File: src/rtl/dram_seq_pkg.sv
package dram_seq_pkg;

    typedef enum logic [2:0] {
        ST_IDLE,
        ST_ROW,
        ST_MUX,
        ST_COL,
        ST_HOLD,
        ST_RFSH,
        ST_PRE
    } seq_state_e;

    function automatic int half_width(input bit rows_128);
        return rows_128 ? 7 : 6;
    endfunction

endpackage

File: src/rtl/dram_delay_cnt.sv
module dram_delay_cnt #(
    parameter int CNT_W = 3
) (
    input  logic             clk,
    input  logic             rst_n,
    input  logic             load,
    input  logic [CNT_W-1:0] load_val,
    output logic             done
);
    logic [CNT_W-1:0] cnt_q;

    always_ff @(posedge clk or negedge rst_n) begin
        if (!rst_n)
            cnt_q <= '0;
        else if (load)
            cnt_q <= load_val;
        else if (cnt_q != '0)
            cnt_q <= cnt_q - 1'b1;
    end

    assign done = (cnt_q == '0);
endmodule

File: src/rtl/dram_addr_mux.sv
module dram_addr_mux #(
    parameter int HALF_W = 7,
    localparam int ADDR_W = 2 * HALF_W
) (
    input  logic              clk,
    input  logic              rst_n,
    input  logic              capture,
    input  logic              track,
    input  logic              sel_col,
    input  logic [ADDR_W-1:0] cpu_addr,
    output logic [HALF_W-1:0] pins
);
    logic [ADDR_W-1:0] addr_q;

    always_ff @(posedge clk or negedge rst_n) begin
        if (!rst_n)
            addr_q <= '0;
        else if (capture)
            addr_q <= cpu_addr;
    end

    always_ff @(posedge clk or negedge rst_n) begin
        if (!rst_n)
            pins <= '0;
        else if (sel_col)
            pins <= addr_q[ADDR_W-1:HALF_W];
        else if (track)
            pins <= cpu_addr[HALF_W-1:0];
        else
            pins <= addr_q[HALF_W-1:0];
    end
endmodule

File: src/rtl/dram_strobe_ctrl.sv
module dram_strobe_ctrl
    import dram_seq_pkg::*;
#(
    parameter bit ROWS_128       = 1'b1,
    parameter int ROW_HOLD       = 2,
    parameter int REFRESH_CLKS   = 3,
    parameter int PRECHARGE_CLKS = 2,
    localparam int HALF_W = half_width(ROWS_128),
    localparam int ADDR_W = 2 * HALF_W,
    localparam int MAX_T  = (ROW_HOLD > REFRESH_CLKS)
                            ? ((ROW_HOLD > PRECHARGE_CLKS) ? ROW_HOLD : PRECHARGE_CLKS)
                            : ((REFRESH_CLKS > PRECHARGE_CLKS) ? REFRESH_CLKS : PRECHARGE_CLKS),
    localparam int CNT_W  = $clog2(MAX_T + 1)
) (
    input  logic              clk,
    input  logic              rst_n,
    input  logic              mreq_n,
    input  logic              rfsh_n,
    input  logic              wr_n,
    input  logic [ADDR_W-1:0] cpu_addr,
    output logic [HALF_W-1:0] dram_addr,
    output logic              ras_n,
    output logic              cas_n,
    output logic              we_n
);
    seq_state_e       state_q, state_d;
    logic             armed_q;
    logic             wr_q;
    logic             start;
    logic             tmr_load;
    logic             tmr_done;
    logic [CNT_W-1:0] tmr_val;

    assign start = (state_q == ST_IDLE) && !mreq_n && armed_q;

    always_comb begin
        state_d = state_q;
        unique case (state_q)
            ST_IDLE: if (start) state_d = rfsh_n ? ST_ROW : ST_RFSH;
            ST_ROW:  if (tmr_done) state_d = ST_MUX;
            ST_MUX:  state_d = ST_COL;
            ST_COL:  state_d = ST_HOLD;
            ST_HOLD: if (mreq_n) state_d = ST_PRE;
            ST_RFSH: if (tmr_done) state_d = ST_PRE;
            ST_PRE:  if (tmr_done) state_d = ST_IDLE;
            default: state_d = ST_IDLE;
        endcase
    end

    assign tmr_load = (state_d != state_q) &&
                      (state_d inside {ST_ROW, ST_RFSH, ST_PRE});

    always_comb begin
        unique case (state_d)
            ST_ROW:  tmr_val = CNT_W'(ROW_HOLD - 1);
            ST_RFSH: tmr_val = CNT_W'(REFRESH_CLKS - 1);
            default: tmr_val = CNT_W'(PRECHARGE_CLKS - 1);
        endcase
    end

    dram_delay_cnt #(.CNT_W(CNT_W)) u_timer (
        .clk      (clk),
        .rst_n    (rst_n),
        .load     (tmr_load),
        .load_val (tmr_val),
        .done     (tmr_done)
    );

    dram_addr_mux #(.HALF_W(HALF_W)) u_mux (
        .clk      (clk),
        .rst_n    (rst_n),
        .capture  (start),
        .track    (state_q == ST_IDLE),
        .sel_col  (state_d inside {ST_MUX, ST_COL, ST_HOLD}),
        .cpu_addr (cpu_addr),
        .pins     (dram_addr)
    );

    // state register and request bookkeeping
    always_ff @(posedge clk or negedge rst_n) begin
        if (!rst_n) begin
            state_q <= ST_IDLE;
            armed_q <= 1'b0;
            wr_q    <= 1'b0;
        end else begin
            state_q <= state_d;
            if (start)
                armed_q <= 1'b0;
            else if (mreq_n)
                armed_q <= 1'b1;
            if (start)
                wr_q <= !wr_n && rfsh_n;
        end
    end

    // registered strobe outputs decoded from the next state
    always_ff @(posedge clk or negedge rst_n) begin
        if (!rst_n) begin
            ras_n <= 1'b1;
            cas_n <= 1'b1;
            we_n  <= 1'b1;
        end else begin
            ras_n <= !(state_d inside {ST_ROW, ST_MUX, ST_COL, ST_HOLD, ST_RFSH});
            cas_n <= !(state_d inside {ST_COL, ST_HOLD});
            we_n  <= !(wr_q && (state_d inside {ST_MUX, ST_COL, ST_HOLD}));
        end
    end
endmodule

File: config.mk
export PLATFORM = sky130hd
export DESIGN_NAME = dram_strobe_ctrl
export DESIGN_NICKNAME = d
export VERILOG_FILES = /design/src/rtl/dram_seq_pkg.sv /design/src/rtl/dram_delay_cnt.sv /design/src/rtl/dram_addr_mux.sv /design/src/rtl/dram_strobe_ctrl.sv
export SDC_FILE = /design/constraint.sdc
export NUM_CORES = 1
export LEC_CHECK = 0
export BUFFER_PORTS_ARGS = -buffer_cell sky130_fd_sc_hd__clkbuf_2
export CAP_MARGIN = 20
export CORE_ASPECT_RATIO = 1.1
export CORE_MARGIN = 5
export CORE_UTILIZATION = 57
export CTS_CLUSTER_SIZE = 16
export DETAILED_ROUTE_END_ITERATION = 6
export PLACE_DENSITY = 0.92
export SYNTH_ARGS = -nofsm -noshare
export SYNTH_HDL_FRONTEND = slang
export SYNTH_SLANG_ARGS = --single-unit
export TNS_END_PERCENT = 100
File: constraint.sdc
create_clock -name clk -period 4.7 [get_ports clk]
set_clock_uncertainty 0.1 [all_clocks]
set_input_delay 0.47 -clock clk [delete_from_list [all_inputs] [get_ports clk]]
set_output_delay 0.47 -clock clk [all_outputs]
set_load 0.1 [all_outputs]
* Word-level counts from Yosys, hierarchy flattened
Cells that the tools add are included.
** Operators by class
- Order comparisons :: 0
- Add/sub/neg operators :: 1
- Reduce and logical (&&, ||, !) cells :: 19
- Multipliers :: 0
- Bitwise operators :: 0
- Shift-type cells :: 0
- Equality and inequality tests :: 13
- Muxes and demuxes :: 14
- Divide/modulo/power cells :: 0
** Operators with widths (number)
- case mux 3 bit (7 select lines) :: 1
- == test 3 bit, second input constant :: 6
- 2-to-1 mux 3 bit :: 6
- 2-to-1 mux 7 bit :: 2
- == test 3 x 2 -> 1 bit, second input constant :: 4
- nonzero test 2 bit :: 4
- == test 3 x 1 -> 1 bit, second input constant :: 2
- 2-to-1 mux 2 bit :: 3
- nonzero test 3 bit :: 2
- logical AND 1 bit :: 5
- logical NOT 1 bit :: 5
- nonzero test 5 bit :: 1
- logical NOT 3 bit :: 1
- != test 3 bit :: 1
- logical NOT 2 bit :: 1
- 2-to-1 mux 1 bit :: 2
- subtractor 2 x 1 -> 2 bit, second input constant :: 1
** Word-level totals
- Output and inout port bits :: 10
- RAM bits :: 0
- Memories :: 0
- ROM bits :: 0
- Input port bits :: 19
- Register bits :: 31
- Word-level logic and storage cells :: 56
- Bits in latches :: 0

* Logic depth before layout (Yosys ltp)
- Depth after elaboration :: 9
- Gate-level depth with buffers :: 7
- Mapped depth without buffers :: 7

* Modules after synthesis
From an unflattened synthesis, not the netlist that was laid out.
** Second synthesis, totals
- Cells, all modules :: 124
- Area, all modules :: 1467.7 um2
** By module, submodules not included
- dram_addr_mux :: seq. area each 525.5 um2, cells each 59, times used 1, area an instance 838.3 um2
- dram_strobe_ctrl :: seq. area each 203.9 um2, cells each 53, times used 1, area an instance 515.5 um2
- dram_delay_cnt :: seq. area each 50.0 um2, cells each 12, times used 1, area an instance 113.9 um2

* Least setup slack after synthesis
OpenSTA, ideal clock, no wires.
- Path kind :: input to register
- From :: input mreq_n
- To :: register u_mux.pins[0]
- Library setup time :: 125 ps
- Path buffers :: 0
- Data required time :: 4475 ps
- Arrival time :: 1771 ps
- Slack :: 2704 ps
- Stages :: 4
- Path through :: o41ai_2 and3_4 mux2i_4 mux2_4
** Between the ends
- Word-level cells in the longest chain between the ends :: 8
- Elaborated cells between the ends (all ways) :: 11
- Those cells by class :: 3 x eq/ne; 4 x mux; 4 x reduce/logical
** Ends and longest elaborated chain
- start: declaration :: line dram_strobe_ctrl.sv:17 : input logic mreq_n,
- logical NOT 1 bit :: line dram_strobe_ctrl.sv:34 : assign start = (state_q == ST_IDLE) && !mreq_n && armed_q;
- logical AND 1 bit (2 in a row) :: line dram_strobe_ctrl.sv:34
- 2-to-1 mux 3 bit :: line dram_strobe_ctrl.sv:39 : ST_IDLE: if (start) state_d = rfsh_n ? ST_ROW : ST_RFSH;
- case mux 3 bit (7 select lines) * :: line dram_strobe_ctrl.sv:38 : unique case (state_q)
- net state_d[2] :: line dram_strobe_ctrl.sv:26 : seq_state_e state_q, state_d;
- == test 3 x 2 -> 1 bit / == test 3 bit (equally long branches) :: line dram_strobe_ctrl.sv:74 : .sel_col (state_d inside {ST_MUX, ST_COL, ST_HOLD}),
- nonzero test 3 bit * :: line dram_strobe_ctrl.sv:74
- 2-to-1 mux 7 bit * :: line dram_addr_mux.sv:25 : else if (sel_col)
- end signal: assignment :: line dram_addr_mux.sv:26 : pins <= addr_q[ADDR_W-1:HALF_W];
- end signal: assignment :: line dram_addr_mux.sv:28 : pins <= cpu_addr[HALF_W-1:0];
- end signal: assignment :: line dram_addr_mux.sv:30 : pins <= addr_q[HALF_W-1:0];
- end: declaration :: line dram_addr_mux.sv:11 : output logic [HALF_W-1:0] pins
Mark *: on every way through the listed nets, which the timed path passes. The rest lies on a longest branch.
A chain may end at the register's enable or synchronous reset.

* Final worst setup path
- From :: register state_q[1]
- To :: register u_mux.pins[6]
** Between the ends
- Word-level cells in the longest chain between the ends :: 8
- Elaborated cells between the ends (all ways) :: 21
- Those cells by class :: 9 x eq/ne; 8 x mux; 4 x reduce/logical
** Ends and longest elaborated chain
- start: declaration :: line dram_strobe_ctrl.sv:26
- start signal: assignment :: line dram_strobe_ctrl.sv:86 : state_q <= state_d;
- logical NOT 3 bit :: line dram_strobe_ctrl.sv:34, dram_strobe_ctrl.sv:38
- logical AND 1 bit (2 in a row) :: line dram_strobe_ctrl.sv:34
- 2-to-1 mux 3 bit :: line dram_strobe_ctrl.sv:39
- case mux 3 bit (7 select lines) * :: line dram_strobe_ctrl.sv:38
- net state_d[2] :: line dram_strobe_ctrl.sv:26
- == test 3 x 2 -> 1 bit / == test 3 bit (equally long branches) :: line dram_strobe_ctrl.sv:74
- nonzero test 3 bit * :: line dram_strobe_ctrl.sv:74
- 2-to-1 mux 7 bit * :: line dram_addr_mux.sv:25
Marks and branches as above.

==> impl_metrics.tcl <==
set metrics [dict create \
    status "finished, final reports clean" \
    syn_inst 110 \
    yosys_most_used_dff "dfrtp_1" \
    synth_common_cells "dfrtp_1 (28), mux2_2 (13), mux2_1 (8)" \
    startpoint_type "register" \
    grt_pass1_vias 1095 \
    finalCritPeriodShare_pct 49.92 \
    drcViolationCount 0 \
    rr_startpoint "state_q[1]" \
    die_w_um 58.38 \
    io_buffers 28 \
    clock-sinks 31 \
    drt-total-wl_um 2689 \
    rsz0062_at_grt "no" \
    cp.required_ns 4.82 \
    cts_tree "yes" \
    cp_cell_sequence "o41ai_2 -> and3_4 -> mux2i_4 -> mux2_4" \
    drtIter0Drc 36 \
    drive_gt1_share_pct 45.07 \
    grt_max_degree 32 \
    synth_most_common_cell "dfrtp_1" \
    cts_setup_buffers 0 \
    setup_viol 0 \
    tightest_slew_ns 0.7390 \
    htreeDepth 2 \
    cts_resized 0 \
    multi_input_comb_area_um2 636.9 \
    ys_warn_count 0 \
    final.min_clock_period_ns 2.346 \
    grt-ovfl-total 0 \
    grt_usage_pct 17.50 \
    fmax_mhz 426.2 \
    die_area_um2 3691 \
    diodes 0 \
    viasPerCell 5.624 \
    critPathMaxStageDelay_ns 0.56 \
    finalHoldViolations 0 \
    antenna_found_initial 0 \
    worst_path_max_delay_cell "dfrtp_1" \
    fp-row-count 19 \
    nFillCells 188 \
    io_pins 29 \
    gp_congestion 0.8328 \
    regArea_um2 779.5 \
    start_util_pct 58.80 \
    nNetsFinal 161 \
    yosysTopAreaCell "dfrtp_1" \
    clkTransAtPathRegs_ns 0.10 \
    seq_area_frac_synth_pct 53.11 \
    finalSetupTns_ns 0 \
    r2r_end "u_mux.pins[6]" \
    synth.area.top_cells "dfrtp_1 (48%), mux2_2 (10%), mux2_4 (7.2%), mux2_1 (6.1%), dfstp_2 (5.4%)" \
    coreArea_um2 2496 \
    syn_area_per_cell_um2 13.34 \
    crit_start "state_q[1]" \
    cts-buffers-inserted 5 \
    cp-end-kind "register" \
    die_y_um 63.22 \
    first_pass_iters 4 \
    drv_slew 0 \
    drv_cap 0 \
    regToRegSetupSlack_ns 2.35 \
    critPathArrivalTime_ns 2.46 \
    dr_total_vias 973 \
    areaGrowthSynthToFinish_pct 15.86 \
    syn-cell-area_um2 1468 \
    grt_pass1_wl_um 4823 \
    cp_max_fo 14 \
    ant_nets 0 \
    routedWlPerCell_um 15.54 \
    ff2ff_path_depth 4 \
    ys_ff_latch 31 \
    hp-class "input pin to asynchronous set/reset pin" \
    synth_edf_count 0 \
    hpwlAfterDp_um 1986 \
    synth_top_cell_area_share_pct 47.74 \
    clock_latency_ns 0.33 \
    hold_buffers 0 \
    slew_headroom_pct 50.73 \
    ys_async_sr_fraction_pct 100.0 \
    synth_fp_nets 130 \
    clockBufferDepth 2 \
    crit_end "u_mux.pins[6]" \
    ctsRootBufferMaster "clkbuf_4" \
    synth_cell_types 33 \
    path_class "register to register" \
]
-- layer usage --
metal	vias to the layer above	GRT usage [%]	share of wire, %
li1	459	-	-
met1	474	19.41	39
met2	35	29.05	53
met3	5	7.347	5.9
met4	0	6.957	1.6
met5	-	0	0
-- state kept, by name (all words and copies together), names as in the netlist --
name           flops
ras_n              1
u_mux.pins         7
cas_n              1
state_q            3
we_n               1
armed_q            1
u_timer.cnt_q      2
wr_q               1
u_mux.addr_q      14
-- critical path: cells and delay by family (launching register included) --
kind	cells	cell delay (ns)
DFF	1	0.56
muxes	2	0.79
and+or+nand+nor	1	0.29
AOI/OAI and AO/OA	1	0.49
-- cells in the final DEF (no fill, tap or decap), types with 5 or more instances in the layout --
cell type / n
nand2_1: 6
mux2_1: 8
dfrtp_1: 28
inv_1: 5
clkbuf_4: 5
mux2_4: 7
nor2_1: 5
clkbuf_2: 28
mux2_2: 13
-- final cells by class --
cell class                      count  area share, %
Clock buffer                        6          3.017
Tap cell                           31          2.281
Inverter                            5          1.104
Sequential cell                    31          45.84
Clock inverter                      2          2.060
Timing Repair Buffer               28          8.241
Multi-Input combinational cell     70          37.45
-- stage by stage --
step                      hold WS, ns  utilization, %  cells  instance area, µm²  setup slack [ns]
after floorplan               0.07441               -    110                1468             2.704
after global placement         0.2887           64.66    165                1614             2.483
after detailed placement       0.3047           64.66    165                1614             2.376
after CTS                     0.09482           68.12    173                1700             2.358
after global routing           0.1299           68.12    173                1700             2.244
final                         0.08567           68.12    173                1700             2.354
-- worst min-delay path by stage --
stage	cells after the start	start	slack [ns]	endpoint
global placement	1	wr_q	0.29	we_n
floorplan	0	rst_n	0.07	armed_q
detailed placement	1	wr_q	0.30	we_n
CTS	1	rst_n	0.09	state_q[0]
finish	1	rst_n	0.09	state_q[2]
global route	1	rst_n	0.13	u_mux.pins[1]
-- logic make-up (layout without fill, tap and decap cells) --
logic type / Yosys count / after routing / synth area share [%]
AOI/OAI and AO/OA: 17 / 17 / 8.526
and+or+nand+nor: 22 / 22 / 8.611
buffers and inverters: 9 / 41 / 3.495
muxes: 29 / 29 / 24.81
DFF: 31 / 31 / 53.11
xor gates and xnor gates: 1 / 1 / 0.5969
adders and majority gates: 1 / 1 / 0.8524
Power is left out: the tool's default activity adds up to more than one toggle a clock period on the data nets, which glitch-free logic cannot reach.
